## src/rtl/dma_chain_pkg.sv

```systemverilog
package dma_chain_pkg;
  localparam int CW_VALID = 31;
  localparam int CW_OWNER = 30;
  localparam int CW_LINK  = 29;

  localparam logic [1:0] CSR_BASE  = 2'd0;
  localparam logic [1:0] CSR_START = 2'd1;
  localparam logic [1:0] CSR_STAT  = 2'd2;

  localparam int SB_BUSY = 0;
  localparam int SB_IRQ  = 1;
  localparam int SB_ERR  = 2;

  typedef enum logic [2:0] {
    ST_IDLE  = 3'd0,
    ST_DREQ  = 3'd1,
    ST_DWAIT = 3'd2,
    ST_COPY  = 3'd3,
    ST_WBACK = 3'd4
  } chain_state_e;
endpackage

```

## src/rtl/dma_word_fifo.sv

```systemverilog
module dma_word_fifo #(
  parameter int W     = 32,
  parameter int DEPTH = 16
) (
  input  logic                       clk,
  input  logic                       rst_n,
  input  logic                       push,
  input  logic [W-1:0]               wdata,
  input  logic                       pop,
  output logic [W-1:0]               rdata,
  output logic [$clog2(DEPTH+1)-1:0] count
);
  localparam int PTR_W = $clog2(DEPTH);
  localparam int CNT_W = $clog2(DEPTH+1);

  logic [W-1:0]     store_q [DEPTH];
  logic [PTR_W-1:0] wptr_q, wptr_d, rptr_q, rptr_d;
  logic [CNT_W-1:0] cnt_q, cnt_d;

  always_comb begin
    wptr_d = wptr_q;
    rptr_d = rptr_q;
    cnt_d  = cnt_q;
    if (push) wptr_d = (wptr_q == PTR_W'(DEPTH-1)) ? '0 : wptr_q + 1'b1;
    if (pop)  rptr_d = (rptr_q == PTR_W'(DEPTH-1)) ? '0 : rptr_q + 1'b1;
    if (push && !pop) cnt_d = cnt_q + 1'b1;
    else if (pop && !push) cnt_d = cnt_q - 1'b1;
  end

  always_ff @(posedge clk or negedge rst_n) begin
    if (!rst_n) begin
      wptr_q <= '0;
      rptr_q <= '0;
      cnt_q  <= '0;
    end else begin
      wptr_q <= wptr_d;
      rptr_q <= rptr_d;
      cnt_q  <= cnt_d;
    end
  end

  always_ff @(posedge clk) begin
    if (push) store_q[wptr_q] <= wdata;
  end

  assign rdata = store_q[rptr_q];
  assign count = cnt_q;

  AST_FIFO_NO_OVERFLOW: assert property (@(posedge clk) disable iff (!rst_n)
    (push && !pop) |-> (cnt_q != CNT_W'(DEPTH)));
  AST_FIFO_NO_UNDERFLOW: assert property (@(posedge clk) disable iff (!rst_n)
    pop |-> (cnt_q != '0));
endmodule

```

## src/rtl/dma_chain_regs.sv

```systemverilog
module dma_chain_regs
  import dma_chain_pkg::*;
#(
  parameter int ADDR_W = 32,
  parameter int DATA_W = 32
) (
  input  logic              clk,
  input  logic              rst_n,
  input  logic              csr_we,
  input  logic [1:0]        csr_addr,
  input  logic [DATA_W-1:0] csr_wdata,
  output logic [DATA_W-1:0] csr_rdata,
  input  logic              busy,
  input  logic              done_pulse,
  input  logic              err_pulse,
  output logic              start,
  output logic [ADDR_W-1:0] desc_base,
  output logic              irq_o
);
  logic [ADDR_W-1:0] base_q, base_d;
  logic              irq_q, irq_d, err_q, err_d;
  logic              wr_base, wr_stat, clr_irq, clr_err;

  always_comb begin
    wr_base = csr_we && (csr_addr == CSR_BASE);
    wr_stat = csr_we && (csr_addr == CSR_STAT);
    clr_irq = wr_stat && csr_wdata[SB_IRQ];
    clr_err = wr_stat && csr_wdata[SB_ERR];
    start   = csr_we && (csr_addr == CSR_START) && csr_wdata[0] && !busy;
    base_d  = wr_base ? csr_wdata[ADDR_W-1:0] : base_q;
    irq_d   = (done_pulse || err_pulse) ? 1'b1 : (clr_irq ? 1'b0 : irq_q);
    err_d   = err_pulse ? 1'b1 : (clr_err ? 1'b0 : err_q);
  end

  always_ff @(posedge clk or negedge rst_n) begin
    if (!rst_n) begin
      base_q <= '0;
      irq_q  <= 1'b0;
      err_q  <= 1'b0;
    end else begin
      base_q <= base_d;
      irq_q  <= irq_d;
      err_q  <= err_d;
    end
  end

  always_comb begin
    csr_rdata = '0;
    case (csr_addr)
      CSR_BASE: csr_rdata = DATA_W'(base_q);
      CSR_STAT: begin
        csr_rdata[SB_BUSY] = busy;
        csr_rdata[SB_IRQ]  = irq_q;
        csr_rdata[SB_ERR]  = err_q;
      end
      default: csr_rdata = '0;
    endcase
  end

  assign desc_base = base_q;
  assign irq_o     = irq_q;

  AST_IRQ_STICKY: assert property (@(posedge clk) disable iff (!rst_n)
    (irq_q && !clr_irq) |=> irq_q);
  AST_ERR_RAISES_IRQ: assert property (@(posedge clk) disable iff (!rst_n)
    err_pulse |=> (irq_q && err_q));
endmodule

```

## src/rtl/dma_chain_ctrl.sv

```systemverilog
module dma_chain_ctrl
  import dma_chain_pkg::*;
#(
  parameter int ADDR_W     = 32,
  parameter int DATA_W     = 32,
  parameter int LEN_W      = 16,
  parameter int FIFO_DEPTH = 16
) (
  input  logic                            clk,
  input  logic                            rst_n,
  input  logic                            start,
  input  logic [ADDR_W-1:0]               desc_base,
  output logic                            busy,
  output logic                            done_pulse,
  output logic                            err_pulse,
  output logic                            mem_req,
  output logic                            mem_we,
  output logic [ADDR_W-1:0]               mem_addr,
  output logic [DATA_W-1:0]               mem_wdata,
  input  logic                            mem_gnt,
  input  logic                            mem_rvalid,
  input  logic [DATA_W-1:0]               mem_rdata,
  output logic                            fifo_push,
  output logic                            fifo_pop,
  input  logic [DATA_W-1:0]               fifo_rdata,
  input  logic [$clog2(FIFO_DEPTH+1)-1:0] fifo_count
);
  localparam int CNT_W = $clog2(FIFO_DEPTH+1);

  chain_state_e      st_q, st_d;
  logic [1:0]        idx_q, idx_d;
  logic [ADDR_W-1:0] dptr_q, dptr_d, src_q, src_d, dst_q, dst_d, nxt_q, nxt_d;
  logic [DATA_W-1:0] ctl_q, ctl_d;
  logic [LEN_W-1:0]  rcnt_q, rcnt_d, wcnt_q, wcnt_d, len;
  logic              pend_q, pend_d;
  logic              desc_ok;

  assign len     = ctl_q[LEN_W-1:0];
  assign desc_ok = mem_rdata[CW_VALID] && mem_rdata[CW_OWNER];

  always_comb begin
    st_d       = st_q;
    idx_d      = idx_q;
    dptr_d     = dptr_q;
    src_d      = src_q;
    dst_d      = dst_q;
    nxt_d      = nxt_q;
    ctl_d      = ctl_q;
    rcnt_d     = rcnt_q;
    wcnt_d     = wcnt_q;
    pend_d     = pend_q;
    mem_req    = 1'b0;
    mem_we     = 1'b0;
    mem_addr   = '0;
    mem_wdata  = '0;
    fifo_push  = 1'b0;
    fifo_pop   = 1'b0;
    done_pulse = 1'b0;
    err_pulse  = 1'b0;
    case (st_q)
      ST_IDLE: begin
        if (start) begin
          dptr_d = desc_base;
          idx_d  = '0;
          st_d   = ST_DREQ;
        end
      end
      ST_DREQ: begin
        mem_req  = 1'b1;
        mem_addr = dptr_q + ADDR_W'(idx_q);
        if (mem_gnt) st_d = ST_DWAIT;
      end
      ST_DWAIT: begin
        if (mem_rvalid) begin
          case (idx_q)
            2'd0:    src_d = mem_rdata[ADDR_W-1:0];
            2'd1:    dst_d = mem_rdata[ADDR_W-1:0];
            2'd2:    ctl_d = mem_rdata;
            default: nxt_d = mem_rdata[ADDR_W-1:0];
          endcase
          if (idx_q == 2'd2 && !desc_ok) begin
            err_pulse = 1'b1;
            st_d      = ST_IDLE;
          end else if (idx_q == 2'd3) begin
            rcnt_d = '0;
            wcnt_d = '0;
            pend_d = 1'b0;
            st_d   = ST_COPY;
          end else begin
            idx_d = idx_q + 1'b1;
            st_d  = ST_DREQ;
          end
        end
      end
      ST_COPY: begin
        if (pend_q && mem_rvalid) begin
          fifo_push = 1'b1;
          pend_d    = 1'b0;
        end
        if (wcnt_q == len && !pend_q) begin
          st_d = ST_WBACK;
        end else if (!pend_q && rcnt_q != len && fifo_count != CNT_W'(FIFO_DEPTH)) begin
          mem_req  = 1'b1;
          mem_addr = src_q + ADDR_W'(rcnt_q);
          if (mem_gnt) begin
            pend_d = 1'b1;
            rcnt_d = rcnt_q + 1'b1;
          end
        end else if (fifo_count != '0) begin
          mem_req   = 1'b1;
          mem_we    = 1'b1;
          mem_addr  = dst_q + ADDR_W'(wcnt_q);
          mem_wdata = fifo_rdata;
          if (mem_gnt) begin
            fifo_pop = 1'b1;
            wcnt_d   = wcnt_q + 1'b1;
          end
        end
      end
      ST_WBACK: begin
        mem_req   = 1'b1;
        mem_we    = 1'b1;
        mem_addr  = dptr_q + ADDR_W'(2);
        mem_wdata = ctl_q;
        mem_wdata[CW_OWNER] = 1'b0;
        if (mem_gnt) begin
          if (ctl_q[CW_LINK]) begin
            dptr_d = nxt_q;
            idx_d  = '0;
            st_d   = ST_DREQ;
          end else begin
            done_pulse = 1'b1;
            st_d       = ST_IDLE;
          end
        end
      end
      default: st_d = ST_IDLE;
    endcase
  end

  always_ff @(posedge clk or negedge rst_n) begin
    if (!rst_n) begin
      st_q   <= ST_IDLE;
      idx_q  <= '0;
      dptr_q <= '0;
      src_q  <= '0;
      dst_q  <= '0;
      nxt_q  <= '0;
      ctl_q  <= '0;
      rcnt_q <= '0;
      wcnt_q <= '0;
      pend_q <= 1'b0;
    end else begin
      st_q   <= st_d;
      idx_q  <= idx_d;
      dptr_q <= dptr_d;
      src_q  <= src_d;
      dst_q  <= dst_d;
      nxt_q  <= nxt_d;
      ctl_q  <= ctl_d;
      rcnt_q <= rcnt_d;
      wcnt_q <= wcnt_d;
      pend_q <= pend_d;
    end
  end

  assign busy = (st_q != ST_IDLE);

  AST_START_ONLY_IDLE: assert property (@(posedge clk) disable iff (!rst_n)
    start |-> (st_q == ST_IDLE));
  AST_READ_WITHIN_LEN: assert property (@(posedge clk) disable iff (!rst_n)
    (st_q == ST_COPY && mem_req && !mem_we) |-> (rcnt_q < len));
  AST_WRITE_WITHIN_LEN: assert property (@(posedge clk) disable iff (!rst_n)
    (st_q == ST_COPY && mem_req && mem_we) |-> (wcnt_q < rcnt_q));
  AST_WBACK_OWNED_ONLY: assert property (@(posedge clk) disable iff (!rst_n)
    (st_q == ST_WBACK) |-> (ctl_q[CW_VALID] && ctl_q[CW_OWNER]));
  AST_CHAIN_BUSY: assert property (@(posedge clk) disable iff (!rst_n)
    (busy && !$past(busy)) |-> $past(start));
endmodule

```

## src/rtl/dma_chain_engine.sv

```systemverilog
module dma_chain_engine #(
  parameter int ADDR_W     = 32,
  parameter int DATA_W     = 32,
  parameter int LEN_W      = 16,
  parameter int FIFO_DEPTH = 16
) (
  input  logic              clk,
  input  logic              rst_n,
  input  logic              csr_we,
  input  logic [1:0]        csr_addr,
  input  logic [DATA_W-1:0] csr_wdata,
  output logic [DATA_W-1:0] csr_rdata,
  output logic              mem_req,
  output logic              mem_we,
  output logic [ADDR_W-1:0] mem_addr,
  output logic [DATA_W-1:0] mem_wdata,
  input  logic              mem_gnt,
  input  logic              mem_rvalid,
  input  logic [DATA_W-1:0] mem_rdata,
  output logic              irq_o
);
  localparam int CNT_W = $clog2(FIFO_DEPTH+1);

  logic              busy, done_pulse, err_pulse, start;
  logic [ADDR_W-1:0] desc_base;
  logic              fifo_push, fifo_pop;
  logic [DATA_W-1:0] fifo_rdata;
  logic [CNT_W-1:0]  fifo_count;

  dma_chain_regs #(.ADDR_W(ADDR_W), .DATA_W(DATA_W)) i_regs (
    .clk(clk), .rst_n(rst_n),
    .csr_we(csr_we), .csr_addr(csr_addr), .csr_wdata(csr_wdata), .csr_rdata(csr_rdata),
    .busy(busy), .done_pulse(done_pulse), .err_pulse(err_pulse),
    .start(start), .desc_base(desc_base), .irq_o(irq_o)
  );

  dma_chain_ctrl #(.ADDR_W(ADDR_W), .DATA_W(DATA_W), .LEN_W(LEN_W), .FIFO_DEPTH(FIFO_DEPTH)) i_ctrl (
    .clk(clk), .rst_n(rst_n),
    .start(start), .desc_base(desc_base), .busy(busy),
    .done_pulse(done_pulse), .err_pulse(err_pulse),
    .mem_req(mem_req), .mem_we(mem_we), .mem_addr(mem_addr), .mem_wdata(mem_wdata),
    .mem_gnt(mem_gnt), .mem_rvalid(mem_rvalid), .mem_rdata(mem_rdata),
    .fifo_push(fifo_push), .fifo_pop(fifo_pop),
    .fifo_rdata(fifo_rdata), .fifo_count(fifo_count)
  );

  dma_word_fifo #(.W(DATA_W), .DEPTH(FIFO_DEPTH)) i_fifo (
    .clk(clk), .rst_n(rst_n),
    .push(fifo_push), .wdata(mem_rdata),
    .pop(fifo_pop), .rdata(fifo_rdata), .count(fifo_count)
  );

  AST_IDLE_NO_REQ: assert property (@(posedge clk) disable iff (!rst_n)
    !busy |-> !mem_req);
endmodule

```

## config.mk

```make
export PLATFORM = sky130hd
export DESIGN_NAME = dma_chain_engine
export DESIGN_NICKNAME = d
export VERILOG_FILES = /design/src/rtl/dma_chain_pkg.sv /design/src/rtl/dma_word_fifo.sv /design/src/rtl/dma_chain_regs.sv /design/src/rtl/dma_chain_ctrl.sv /design/src/rtl/dma_chain_engine.sv
export SDC_FILE = /design/constraint.sdc
export NUM_CORES = 1
export LEC_CHECK = 0
export BUFFER_PORTS_ARGS = -buffer_cell sky130_fd_sc_hd__buf_2
export CORE_ASPECT_RATIO = 0.9
export CORE_MARGIN = 4
export CORE_UTILIZATION = 50
export DETAILED_ROUTE_END_ITERATION = 7
export GPL_ROUTABILITY_DRIVEN = 0
export PLACE_DENSITY = 0.67
export RECOVER_POWER = 25
export SYNTH_ARGS = -nofsm -noshare
export SYNTH_HDL_FRONTEND = slang
export SYNTH_SLANG_ARGS = --single-unit
```

## constraint.sdc

```tcl
create_clock -name clk -period 9.8 [get_ports clk]
set_input_delay 2.94 -clock clk [delete_from_list [all_inputs] [get_ports clk]]
set_output_delay 2.94 -clock clk [all_outputs]
set_load 0.005 [all_outputs]
```

# == Word level (Yosys, flattened, before mapping) ==
# Memories as Yosys holds them, arrays and structs flattened.
# Index checks and enable logic that the tools add are counted.
# word_totals
output_inout_bits,99
memories,1
inputBits,71
wordCells,181
mem_bits_rw,512
reg_bits,245
# memory_table
name,words,width,rd,rd_ports_with_merged_regs,wr,line,text
i_fifo.store_q,16,32,1,0,1,dma_word_fifo.sv:16,logic [W-1:0] store_q [DEPTH];
# op_classes
bitwise,1
n_eq_ne,28
n_addsub,11
mux,80
reduce_logical,44
# op_table
operator,count
two-way mux 32 bit,9
two-way mux 16 bit,10
case mux 32 bit (2 select lines),2
case mux 32 bit (3 select lines),1
adder 32 x 16 -> 32 bit,2
case mux 16 bit (2 select lines),2
adder 16 x 1 -> 16 bit (second input constant),2
adder 32 x 2 -> 32 bit,1
adder 32 x 2 -> 32 bit (second input constant),1
two-way mux 1 bit,32
two-way mux 29 bit,1
two-way mux 3 bit,6
== test 16 bit,1
inequality test 16 bit,1
inequality test 2 bit (second input constant),8
logical AND 1 bit,15
case mux 3 bit (5 select lines),1
two-way mux 2 bit,7
AND reduction 7 bit,2
inequality test 2 x 1 -> 1 bit (second input constant),6
AND reduction 3 bit,4
two-way mux 5 bit,2
nonzero test 2 bit,5
adder 4 x 1 -> 4 bit (second input constant),2
other kinds (26),41

# == Logic depth before layout (Yosys ltp) ==
# depth
depth_word,9
mapped_depth,14
depth_no_buf,13

# == Cells and area by module ==
# Synthesis repeated with hierarchy kept, for this count alone.
# unflattened
hier_cells,2421
hier_area_um2,34753.3
# by_module_without_submodules
module,n_inst,seq_area_each_um2,cells_per_inst,area_per_inst_um2
dma_word_fifo,1,15700.1,949,20433.3
dma_chain_ctrl,1,4929.7,1355,12748.5
dma_chain_regs,1,850.8,117,1571.5

# == Least setup slack after synthesis ==
# No wires, ideal clock.
# synth_timing
kind,input port to output port
startpoint,input csr_addr[1]
endpoint,output csr_rdata[21]
n_path_buf,3
path_stages,5
arrival_time_ns,3.849
setup_slack_ns,3.011
cell_sequence,clkbuf_1 > nor2_1 > clkbuf_1 > clkbuf_1 > and2_1
# synth_via
elab_chain_cells,2
# synth_rtl
item,line,text
from (decl),dma_chain_engine.sv:10,"input logic [1:0] csr_addr,"
zero test 2 bit,dma_chain_regs.sv:49,case (csr_addr)
two-way mux 29 bit,dma_chain_regs.sv:49,
to (decl),dma_chain_engine.sv:12,"output logic [DATA_W-1:0] csr_rdata,"
# No other way between the ends.

# == Worst setup path in the final report ==
# layout_timing
startpoint,register i_ctrl.rcnt_q[8]
endpoint,output mem_addr[21]
# layout_via
elab_chain_cells,6
elab_cells_between_ends,7
classes_between,1 x add/sub; 1 x eq/ne; 3 x mux; 2 x reduce/logical
# layout_rtl
item,line,text
from (decl),dma_chain_ctrl.sv:34,"logic [LEN_W-1:0] rcnt_q, rcnt_d, wcnt_q, wcnt_d, len;"
from (signal assigned),dma_chain_ctrl.sv:161,rcnt_q <= rcnt_d;
"parallel branches: the longest is 3 deep, another holds adder 32 x 16 -> 32 bit",--,
two-way mux 32 bit *,dma_chain_ctrl.sv:102,end else if (!pend_q && rcnt_q != len && fifo_count != CNT_W'(FIFO_DEPTH)) begin
two-way mux 32 bit *,dma_chain_ctrl.sv:100,if (wcnt_q == len && !pend_q) begin
case mux 32 bit (3 select lines) *,dma_chain_ctrl.sv:60,case (st_q)
to (decl),dma_chain_engine.sv:15,"output logic [ADDR_W-1:0] mem_addr,"
# Mark *: on every way between the ends.

==> impl_metrics.toml <==
[run_status]
status = "completed"

[finish]
drive_gt1_share_pct = 25.91
nFillCells = 5412
seqCellArea_um2 = 21490
final_common_cell = "edfxtp_1"
multi_input_area_um2 = 12460
layout_common_cells = "512 x edfxtp_1, 240 x dfrtp_1, 160 x mux4_2, 160 x mux2_2, 143 x buf_2"
diodes = 0
fin_nets = 2593
area_growth_syn_to_layout_pct = 12.82

[sta]
relSlewSlack_pct = 18.79
fin_crit_sh_pct = 73.58
period_needed_ns = 7.211
finalHoldViolations = 0
max_slew.worst_pin.slew_ns = 1.218
drv_slew = 0
fmax_ghz = 0.1387
skew_ns = 0.02443
final.setup.tns_ns = 0
grt_setup_unrepaired = "no"
setup_viol = 0

[clock_network]
cts_buffer_depth = 3
clkTransAtPathRegs_ns = 0.06
cts_repair_resize_count = 0
cts_root_buf = "clkbuf_16"
post-cts-setup-buffers = 0
cts_buffers = 74
cts_hold_buf = 0
clock_latency_ns = 0.63
clkSinkCount = 756
cts_tree = "yes"
cts-htree-levels = 3

[setup_path]
path_buf_inv = 1
r2r_slack_ns = 5.82
crit_chain = "ha_1 > nand4_1 > nor4_1 > o21ai_0 > a31oi_1 > o2111ai_1 > xnor2_1 > a221o_1 > buf_2"
crit_fanout = 8
cp-start-kind = "register"
cp_data_arrival_time_ns = 4.27
cp.required_ns = 6.86
path_delay_family = "compound AO/OA/AOI/OAI gates"
crit_path_end_kind = "output port"
slowest_delay_ns = 1.02
worstSetupPathType = "reg -> out"
crit_slowest_cell = "a31oi_1"

[run]
maxCapViolations = 0

[floorplanning]
initial_core_util_pct = 50.39
die_area_um2 = 73240
die_w_um = 284.8
dieHeight_um = 257.1
pin_count = 170
coreArea_um2 = 68430
rows = 91

[hold_path]
hp-class = "reg -> reg"

[routing]
route.detailed.wl_per_inst_um = 27.40
drc = 0
ant_nets = 0
finalWirelength_mm = 94.75
drt_pass1_iterations = 8
vias_per_cell = 6.354
vias = 21971
drtIter0Drc = 2532

[global_route]
first_global_vias = 21768
grt_max_degree = 151
overflow = 0
grt_antenna_before_repair = 1
track_usage_pct = 25.67
grt_pass1_wl_mm = 141.1

[synth]
synthArstFlopShare_pct = 32.28
synth_area_um2 = 34480
ys_seq_area_share_pct = 62.29
syn_avg_cell_area_um2 = 14.97
syn-num-nets = 2429
synth.distinct_cells = 73
synthFlopType = "edfxtp_1"
synth_edf_count = 512
synth-seq-cells = 756
ys_warn_count = 0
netlist_instances = 2303

[pwr]
power_density_nw_per_um2 = 262.9
ir_worst_vdd_mv = 0.1583
finalPower_w = 0.01023
leakage_nw = 14.32

[placed_design]
dp_hpwl_mm = 59.30
port_buffers = 169
[metal layers]
layer / global-route usage [%] / vias up / routed length, um
met1: 37.15 / 11339 / 39500
met4: 7.412 / 0 / 2810
met3: 5.164 / 199 / 8084
met2: 39.98 / 1061 / 44360
met5: 0 / - / 0
li1: - / 9372 / -
[layout make-up]
type	instances	share of cell area, %
Inverter	34	0.3280
Multi-Input combinational cell	1394	32.04
Clock inverter	33	1.161
Tap cell	930	2.991
Clock buffer	104	5.361
Timing Repair Buffer	207	2.885
Sequential cell	756	55.24
[state kept, by name, indices dropped and copies added, names as in the netlist]
signal and flops:
i_fifo.store_q 512, i_ctrl.dptr_q 32, i_ctrl.dst_q 32, i_ctrl.nxt_q 32
i_ctrl.src_q 32, i_regs.desc_base 32, i_ctrl.ctl_q 31, i_ctrl.rcnt_q 16
i_ctrl.wcnt_q 16, i_fifo.count 5, i_fifo.rptr_q 4, i_fifo.wptr_q 4
i_ctrl.st_q 3, i_ctrl.idx_q 2, i_ctrl.pend_q 1, i_regs.err_q 1
i_regs.irq_o 1
[worst register-to-register path, delay by kind of cell, from the launching register on]
family / cells / cell delay (ns)
DFF: 1 / 0.46
and+or+nand+nor: 3 / 1.03
adders and majority gates: 2 / 0.56
xor gates and xnor gates: 3 / 0.48
buffers and inverters: 1 / 0.12
AOI/OAI and AO/OA: 4 / 1.20
[path summary, 6_finish.rpt]
| check | cells past startpoint | endpoint | start |
|---|---|---|---|
| worst max-delay path | 9 | mem_addr[21] | i_ctrl.rcnt_q[8]$_DFFE_PN0P_ |
| worst min-delay path | 1 | i_regs.err_q$_DFFE_PN0P_ | i_regs.err_q$_DFFE_PN0P_ |
| worst max register to register | 13 | i_fifo.count[4]$_DFFE_PN0P_ | i_ctrl.rcnt_q[1]$_DFFE_PN0P_ |
| worst min register to register | 1 | i_regs.err_q$_DFFE_PN0P_ | i_regs.err_q$_DFFE_PN0P_ |
| max in group asynchronous | 2 | i_ctrl.ctl_q[14]$_DFFE_PN0P_ | rst_n |
| min in group asynchronous | 1 | i_regs.desc_base[28]$_DFFE_PN0P_ | rst_n |
[Yosys cell counts, drive strengths merged, types with 51 or more instances]
cell type  count  share of area, %
dfrtp        244                18
o21ai        133               1.9
nand3         54              0.78
clkbuf        86              0.94
nand2        142               1.5
a21oi         83               1.2
mux4         160                10
edfxtp       512                45
nor2          71              0.77
mux2         160               5.2
ha            51               1.9
and2          53              0.96
[per-stage QoR]
stage	instances	instance area [um^2]	hold slack [ns]	setup slack (ns)	util (%)
2_1_floorplan	2303	34480	0.4493	3.011	-
6_report	3458	38900	0.4841	2.589	56.85
3_3_place_gp	3321	36400	0.4654	2.815	53.19
4_1_cts	3458	38940	0.4838	2.677	56.90
3_5_place_dp	3321	36400	0.4701	2.704	53.19
5_1_grt	3458	38900	0.4901	2.358	56.85
[power breakdown]
part / total, W / internal [W] / switching (W)
Combinational: 0.00297 / 0.00140 / 0.00157
Clock: 0.00295 / 0.00172 / 0.00124
Sequential: 0.00431 / 0.00377 / 0.000535
Total: 0.0102 / 0.00688 / 0.00334
[kinds of logic (layout without fill, tap and decap cells)]
group,count (synthesis),after routing,share of synthesized area (%)
flip-flops,756,756,62.29
AND/OR/NAND/NOR,493,493,7.311
AO/OA/AOI/OAI,394,394,7.417
multiplexers,363,363,16.92
buffers and inverters,153,378,1.713
XOR/XNOR,89,89,2.261
adder cells (fa/ha/maj),55,55,2.083
Power figures use the tool's default switching activity.
